$ cat config.mk
export PLATFORM = sky130hd
export DESIGN_NAME = dram_addr_steer
export DESIGN_NICKNAME = d
export VERILOG_FILES = /design/src/rtl/dstr_pkg.sv /design/src/rtl/dstr_cfg.sv /design/src/rtl/dstr_colctr.sv /design/src/rtl/dstr_seq.sv /design/src/rtl/dram_addr_steer.sv
export SDC_FILE = /design/constraint.sdc
export NUM_CORES = 1
export LEC_CHECK = 0
export BUFFER_PORTS_ARGS = -buffer_cell sky130_fd_sc_hd__buf_4
export CORE_MARGIN = 10
export CORE_UTILIZATION = 47
export DETAILED_ROUTE_END_ITERATION = 6
export HOLD_SLACK_MARGIN = 0.1
export PLACE_DENSITY = 0.76
export REMOVE_ABC_BUFFERS = 1
export SYNTH_ARGS = -nofsm -noshare
export SYNTH_HDL_FRONTEND = slang
export SYNTH_SLANG_ARGS = --single-unit
$ cat constraint.sdc
create_clock -name clk -period 1.54 [get_ports clk]
set_input_delay 0.154 -clock clk [delete_from_list [all_inputs] [get_ports clk]]
set_output_delay 0.154 -clock clk [all_outputs]
set_load 0.005 [all_outputs]
$ cat src/rtl/dstr_pkg.sv
package dstr_pkg;

   typedef enum logic [2:0] {
      ST_IDLE = 3'd0,
      ST_ROW  = 3'd1,
      ST_COL  = 3'd2,
      ST_WAIT = 3'd3,
      ST_CAS  = 3'd4
   } dstr_state_e;

   localparam logic [1:0] MAP_ALL  = 2'b00;
   localparam logic [1:0] MAP_PAIR = 2'b01;

endpackage

$ cat src/rtl/dstr_cfg.sv
module dstr_cfg #(
   parameter int BANK_W = 2
) (
   input  logic              clk,
   input  logic              rst_n,
   input  logic              load_n,
   input  logic [1:0]        mode_in,
   input  logic              dly_in,
   input  logic [BANK_W-1:0] remap_in,
   output logic [1:0]        mode_q,
   output logic              dly_q,
   output logic [BANK_W-1:0] remap_q
);

   always_ff @(posedge clk or negedge rst_n) begin
      if (!rst_n) begin
         mode_q  <= '0;
         dly_q   <= 1'b0;
         remap_q <= '0;
      end else if (!load_n) begin
         mode_q  <= mode_in;
         dly_q   <= dly_in;
         remap_q <= remap_in;
      end
   end

endmodule

$ cat src/rtl/dstr_colctr.sv
module dstr_colctr #(
   parameter int COL_W = 10
) (
   input  logic             clk,
   input  logic             rst_n,
   input  logic             start,
   input  logic             inc_en,
   input  logic [COL_W-1:0] col_in,
   output logic [COL_W-1:0] col_nxt
);

   logic [COL_W-1:0] col_q;

   always_comb begin
      if (start)
         col_nxt = col_in;
      else if (inc_en)
         col_nxt = col_q + COL_W'(1);
      else
         col_nxt = col_q;
   end

   always_ff @(posedge clk or negedge rst_n) begin
      if (!rst_n) col_q <= '0;
      else        col_q <= col_nxt;
   end

endmodule

$ cat src/rtl/dstr_seq.sv
module dstr_seq
   import dstr_pkg::*;
(
   input  logic        clk,
   input  logic        rst_n,
   input  logic        acc_req,
   input  logic        load_n,
   input  logic        rfsh,
   input  logic        wr_in,
   input  logic        dly_en,
   output dstr_state_e st_q,
   output dstr_state_e st_nxt,
   output logic        start,
   output logic        wr_nxt
);

   logic wr_q;

   assign start  = (st_q == ST_IDLE) && acc_req && load_n && !rfsh;
   assign wr_nxt = start ? wr_in : wr_q;

   always_comb begin
      st_nxt = ST_IDLE;
      unique case (st_q)
         ST_IDLE: st_nxt = start ? ST_ROW : ST_IDLE;
         ST_ROW:  st_nxt = acc_req ? ST_COL : ST_IDLE;
         ST_COL:  begin
            if (!acc_req)             st_nxt = ST_IDLE;
            else if (dly_en && wr_q)  st_nxt = ST_WAIT;
            else                      st_nxt = ST_CAS;
         end
         ST_WAIT: st_nxt = acc_req ? ST_CAS : ST_IDLE;
         ST_CAS:  st_nxt = acc_req ? ST_CAS : ST_IDLE;
         default: st_nxt = ST_IDLE;
      endcase
   end

   always_ff @(posedge clk or negedge rst_n) begin
      if (!rst_n) begin
         st_q <= ST_IDLE;
         wr_q <= 1'b0;
      end else begin
         st_q <= st_nxt;
         wr_q <= wr_nxt;
      end
   end

endmodule

$ cat src/rtl/dram_addr_steer.sv
module dram_addr_steer
   import dstr_pkg::*;
#(
   parameter  int ROW_W  = 10,
   parameter  int COL_W  = 10,
   parameter  int BANK_W = 2,
   localparam int NGRP   = 1 << BANK_W,
   localparam int AW     = (ROW_W > COL_W) ? ROW_W : COL_W
) (
   input  logic              clk,
   input  logic              rst_n,
   input  logic              cfg_load_n,
   input  logic [ROW_W-1:0]  row_in,
   input  logic [COL_W-1:0]  col_in,
   input  logic [BANK_W-1:0] bank_in,
   input  logic [NGRP-1:0]   cas_en,
   input  logic              wr_in,
   input  logic              acc_req,
   input  logic              col_inc,
   input  logic              rfsh_active,
   input  logic [ROW_W-1:0]  rfsh_row,
   output logic [AW-1:0]     dram_addr,
   output logic [NGRP-1:0]   ras_n,
   output logic [NGRP-1:0]   cas_n,
   output logic              we_n
);

   if (ROW_W < 3) begin : g_bad_row
      $error("dram_addr_steer: ROW_W must be at least 3");
   end
   if (COL_W < 3) begin : g_bad_col
      $error("dram_addr_steer: COL_W must be at least 3");
   end
   if (BANK_W < 1 || BANK_W > 4) begin : g_bad_bank
      $error("dram_addr_steer: BANK_W must be 1..4");
   end

   logic [1:0]        map_mode;
   logic              wdly;
   logic [BANK_W-1:0] remap;
   dstr_state_e       st_q, st_nxt;
   logic              start, wr_nxt, inc_en;
   logic [COL_W-1:0]  col_nxt;
   logic [BANK_W-1:0] bank_q, bank_nxt, grp_idx;
   logic [NGRP-1:0]   grp_sel;
   logic              active, cas_on;

   dstr_cfg #(.BANK_W(BANK_W)) u_cfg (
      .clk      (clk),
      .rst_n    (rst_n),
      .load_n   (cfg_load_n),
      .mode_in  (row_in[1:0]),
      .dly_in   (col_in[COL_W-2]),
      .remap_in (bank_in),
      .mode_q   (map_mode),
      .dly_q    (wdly),
      .remap_q  (remap)
   );

   dstr_seq u_seq (
      .clk     (clk),
      .rst_n   (rst_n),
      .acc_req (acc_req),
      .load_n  (cfg_load_n),
      .rfsh    (rfsh_active),
      .wr_in   (wr_in),
      .dly_en  (wdly),
      .st_q    (st_q),
      .st_nxt  (st_nxt),
      .start   (start),
      .wr_nxt  (wr_nxt)
   );

   assign inc_en = (st_q == ST_CAS) && (st_nxt == ST_CAS) && col_inc && !rfsh_active;

   dstr_colctr #(.COL_W(COL_W)) u_col (
      .clk     (clk),
      .rst_n   (rst_n),
      .start   (start),
      .inc_en  (inc_en),
      .col_in  (col_in),
      .col_nxt (col_nxt)
   );

   assign bank_nxt = start ? bank_in : bank_q;
   assign grp_idx  = bank_nxt ^ remap;
   assign active   = (st_nxt != ST_IDLE);
   assign cas_on   = (st_nxt == ST_CAS);

   always_ff @(posedge clk or negedge rst_n) begin
      if (!rst_n) bank_q <= '0;
      else        bank_q <= bank_nxt;
   end

   for (genvar g = 0; g < NGRP; g++) begin : g_grp
      localparam logic UPPER = (g >= NGRP / 2);

      assign grp_sel[g] = (map_mode == MAP_ALL)
                        | ((map_mode == MAP_PAIR) & (grp_idx[BANK_W-1] == UPPER))
                        | (map_mode[1] & (grp_idx == BANK_W'(g)));

      always_ff @(posedge clk or negedge rst_n) begin
         if (!rst_n) begin
            ras_n[g] <= 1'b1;
            cas_n[g] <= 1'b1;
         end else begin
            ras_n[g] <= !(active & grp_sel[g]);
            cas_n[g] <= !(cas_on & grp_sel[g] & cas_en[g]);
         end
      end
   end

   always_ff @(posedge clk or negedge rst_n) begin
      if (!rst_n) begin
         dram_addr <= '0;
         we_n      <= 1'b1;
      end else begin
         we_n <= !(active & wr_nxt);
         if (rfsh_active)
            dram_addr <= AW'(rfsh_row);
         else if (st_nxt == ST_ROW)
            dram_addr <= AW'(row_in);
         else if (active)
            dram_addr <= AW'(col_nxt);
      end
   end

endmodule

==> out/metrics.cfg <==
[outcome]
status=finished, violations left
violations=negative setup slack

[setup_path]
setup.worst_path.class=reg2reg
ff2ff_setup_slack_ns=-0.21
required_ns=1.77
r2r-end=dram_addr[4]$_DFFE_PN0P_
arrival_ns=1.98
r2r_start=u_seq.st_q[0]$_DFF_PN0_
crit_path_start_kind=register
end_kind=register
crit_fanout=7
r2r_cells=6

[timing]
final.min_clock_period_ns=1.750
relSlewSlack=0.6573
fmax_mhz=571.3
finClkSkew_ns=0.004562
timing.hold.ws_ns=0.1031
tns_ns=-2.831
worst_slack_ns=-0.2104
fin_crit_sh=1.137
grt_setup_unrepaired=true
hold_viol_final=0
setup_violations=29
worst_slew_pin_slew_ns=0.5140
timing_max_transition_violations_final=0

[clock_tree]
cts_buffer_depth=2
clk_latency_ns=0.31
clk_pin_slew_ns=0.08
h-tree-depth=2
cts_buffers=5
cts_root_buf=clkbuf_8
cts_tree=built
clock_sink_count=40

[hold_path]
holdPathStages=3
whs_endpoint=u_col.col_q[1]$_DFF_PN0_
hold_start=col_in[1]
hold_class=in2reg

[finish]
fin_nets=388
drive_above_1_share=0.4638
syn2layout_area_growth_pct=60.44
final_util=0.7840
antenna_cells=0

[synth]
yosys_warnings=0
synthFlopType=dfrtp_1
ys_seq_area_frac=0.4693
synthArstFlopShare=1.000
synthCells=223
synth_edf_count=0
synth_top_cell_area_share=0.3596
ys_types=50
synth.area.top_cells=dfrtp_1 (36%), dfstp_2 (11%), nand2_1 (4.4%)
yosys.area.top_type=dfrtp_1
synth_seq_cells=40
syn_area_sq_um=2157
synth.avg_cell_area_sq_um=9.673

[floorplan]
io_pins=62
core-area_sq_um=4414
die_h_um=87.75
die_area_sq_um=7699
num_rows=24
die_w_um=87.75
initial_utilization=0.4887

[routing]
via_per_inst=5.713
ant_nets=0
drt-pass1-iter-count=5
wl_met2_um=3660
routed_wl_um=7217
via_count=2268
met1_length_um=2865
top_layer_used=met4
wl_per_cell_um=18.18
post-route-drc-count=0
route.met3.wl_um=556
drtIter0Drc=168

[power_and_ir_drop]
power_density_nw_per_um2=892.3
p_leak_nw=1.551
ir_worst_vdd_mv=0.6921

[place]
numPortBuffers=61
gp_congestion=0.9307
dp_hpwl_um=4600

[global_routing]
grt_usage=0.1733
grt_pass1_wl_um=10770
grt_overflow=0
grt_start_max_net_pins=41
antenna_found_initial=0
grt_pass1_vias=2304

[run]
cap_violations=0

==> per-stage QoR <==
step | instance area [sq um] | setup WS, ns | power, mW | cells
final | 3461 | -0.2104 | 3.088 | 397
after floorplan | 2107 | -0.3087 | 1.714 | 212
after global placement | 2893 | -0.1895 | 2.103 | 360
after detailed placement | 2893 | -0.2396 | 2.129 | 360
after global routing | 3461 | -0.2828 | 3.221 | 397
after CTS | 3333 | -0.1259 | 2.996 | 390
==> kinds of logic after synthesis <==
kind of cell,after synthesis,synth area share
AND/OR/NAND/NOR,91,0.2361
AO/OA/AOI/OAI,63,0.1978
flip-flops,40,0.4693
buffers and inverters,15,0.03016
multiplexers,9,0.04466
XOR/XNOR,4,0.01624
adder cells (fa/ha/maj),1,0.005800
==> layer usage <==
metal / up-vias / global-route usage
li1: 1058 / -
met1: 1101 / 0.2110
met2: 97 / 0.2864
met3: 12 / 0.04178
met4: 0 / 0.07101
met5: - / 0
==> synthesized netlist by cell type, drive strengths merged (4+ instances only) <==
cell type and number:
buf 7, o21ai 13, o211ai 7, dfstp 9, clkbuf 4, a21oi 12
inv 4, dfrtp 31, nor2 20, nand2b 9, mux2 5, nand3 9
mux2i 4, nand2 25
==> placed cells by master, fill, tap and decap left out, drive strengths merged, types with 2 or more instances in the layout <==
cell type and count:
a31oi 2, dfstp 9, nand2b 9, nand2 25, xor2 2, clkinv 2
mux2 5, xnor2 2, nor2 20, dlygate4sd3 19, a211oi 3, o221ai 3
nand4 2, nand3 9, a21oi 12, mux2i 4, a2bb2oi 3, o21ai 13
or2 3, nand4b 3, and3 2, o22ai 3, or3 2, inv 4
o21a 3, a211o 2, a41oi 2, buf 106, a22oi 2, o211ai 7
nor4 3, dfrtp 31, and4 2, and2 3, a21o 3, nor3 3
o31ai 2, clkbuf 6, nor2b 2
==> worst max-delay path by stage <==
stage | from | to | slack [ns] | cells after the start
2_1_floorplan | u_seq.st_q[0]$_DFF_PN0_ | dram_addr[1]$_DFFE_PN0P_ | -0.31 | 4
3_3_place_gp | u_seq.st_q[0]$_DFF_PN0_ | dram_addr[4]$_DFFE_PN0P_ | -0.19 | 5
3_5_place_dp | u_seq.st_q[0]$_DFF_PN0_ | dram_addr[9]$_DFFE_PN0P_ | -0.24 | 6
4_1_cts | u_seq.st_q[2]$_DFF_PN0_ | cas_n[1]$_DFF_PN1_ | -0.13 | 9
5_1_grt | u_seq.st_q[0]$_DFF_PN0_ | dram_addr[4]$_DFFE_PN0P_ | -0.28 | 6
6_report | u_seq.st_q[0]$_DFF_PN0_ | dram_addr[4]$_DFFE_PN0P_ | -0.21 | 6
==> repair_timing <==
item / 4_1_cts / 5_1_grt
buffers inserted: 3 / 7
pin swaps: 22 / 21
endpoints found under the hold margin: 51 / 0
hold buffers: 19 / 0
resized for setup: 29 / 16
setup endpoints to repair: 30 / 30
==> worst max-delay path, cell delays in order (launching register included) <==
cell and delay, ns:
dfrtp_1 0.42, or2_4 0.32, buf_4 0.16, nor4_4 0.19, mux2i_2 0.31, o211ai_1 0.13
a2bb2oi_1 0.15
==> registers in the layout (all words and copies together), names as in the netlist <==
| signal | flops |
|---|---|
| dram_addr | 10 |
| u_col.col_q | 10 |
| cas_n | 4 |
| ras_n | 4 |
| u_seq.st_q | 3 |
| bank_q | 2 |
| u_cfg.mode_q | 2 |
| u_cfg.remap_q | 2 |
| u_cfg.dly_q | 1 |
| u_seq.wr_q | 1 |
| we_n | 1 |
==> final cells by class <==
type / instances / area [sq um]
Tap cell: 52 / 65.06
Clock inverter: 2 / 10.01
Clock buffer: 6 / 82.58
Sequential cell: 40 / 1013
Multi-Input combinational cell: 168 / 1244
Timing Repair Buffer: 125 / 1031
Inverter: 4 / 15.01
Fill cell: 273 / 953.4
==> power by group <==
part / switching [mW] / internal, mW / total [mW] / leakage (nW)
clock network: 0.391 / 0.358 / 0.749 / 0.0510
registers: 0.137 / 1.20 / 1.34 / 0.458
logic: 0.482 / 0.520 / 1.00 / 1.04
total: 1.01 / 2.08 / 3.09 / 1.55
Power figures use the tool's default switching activity.
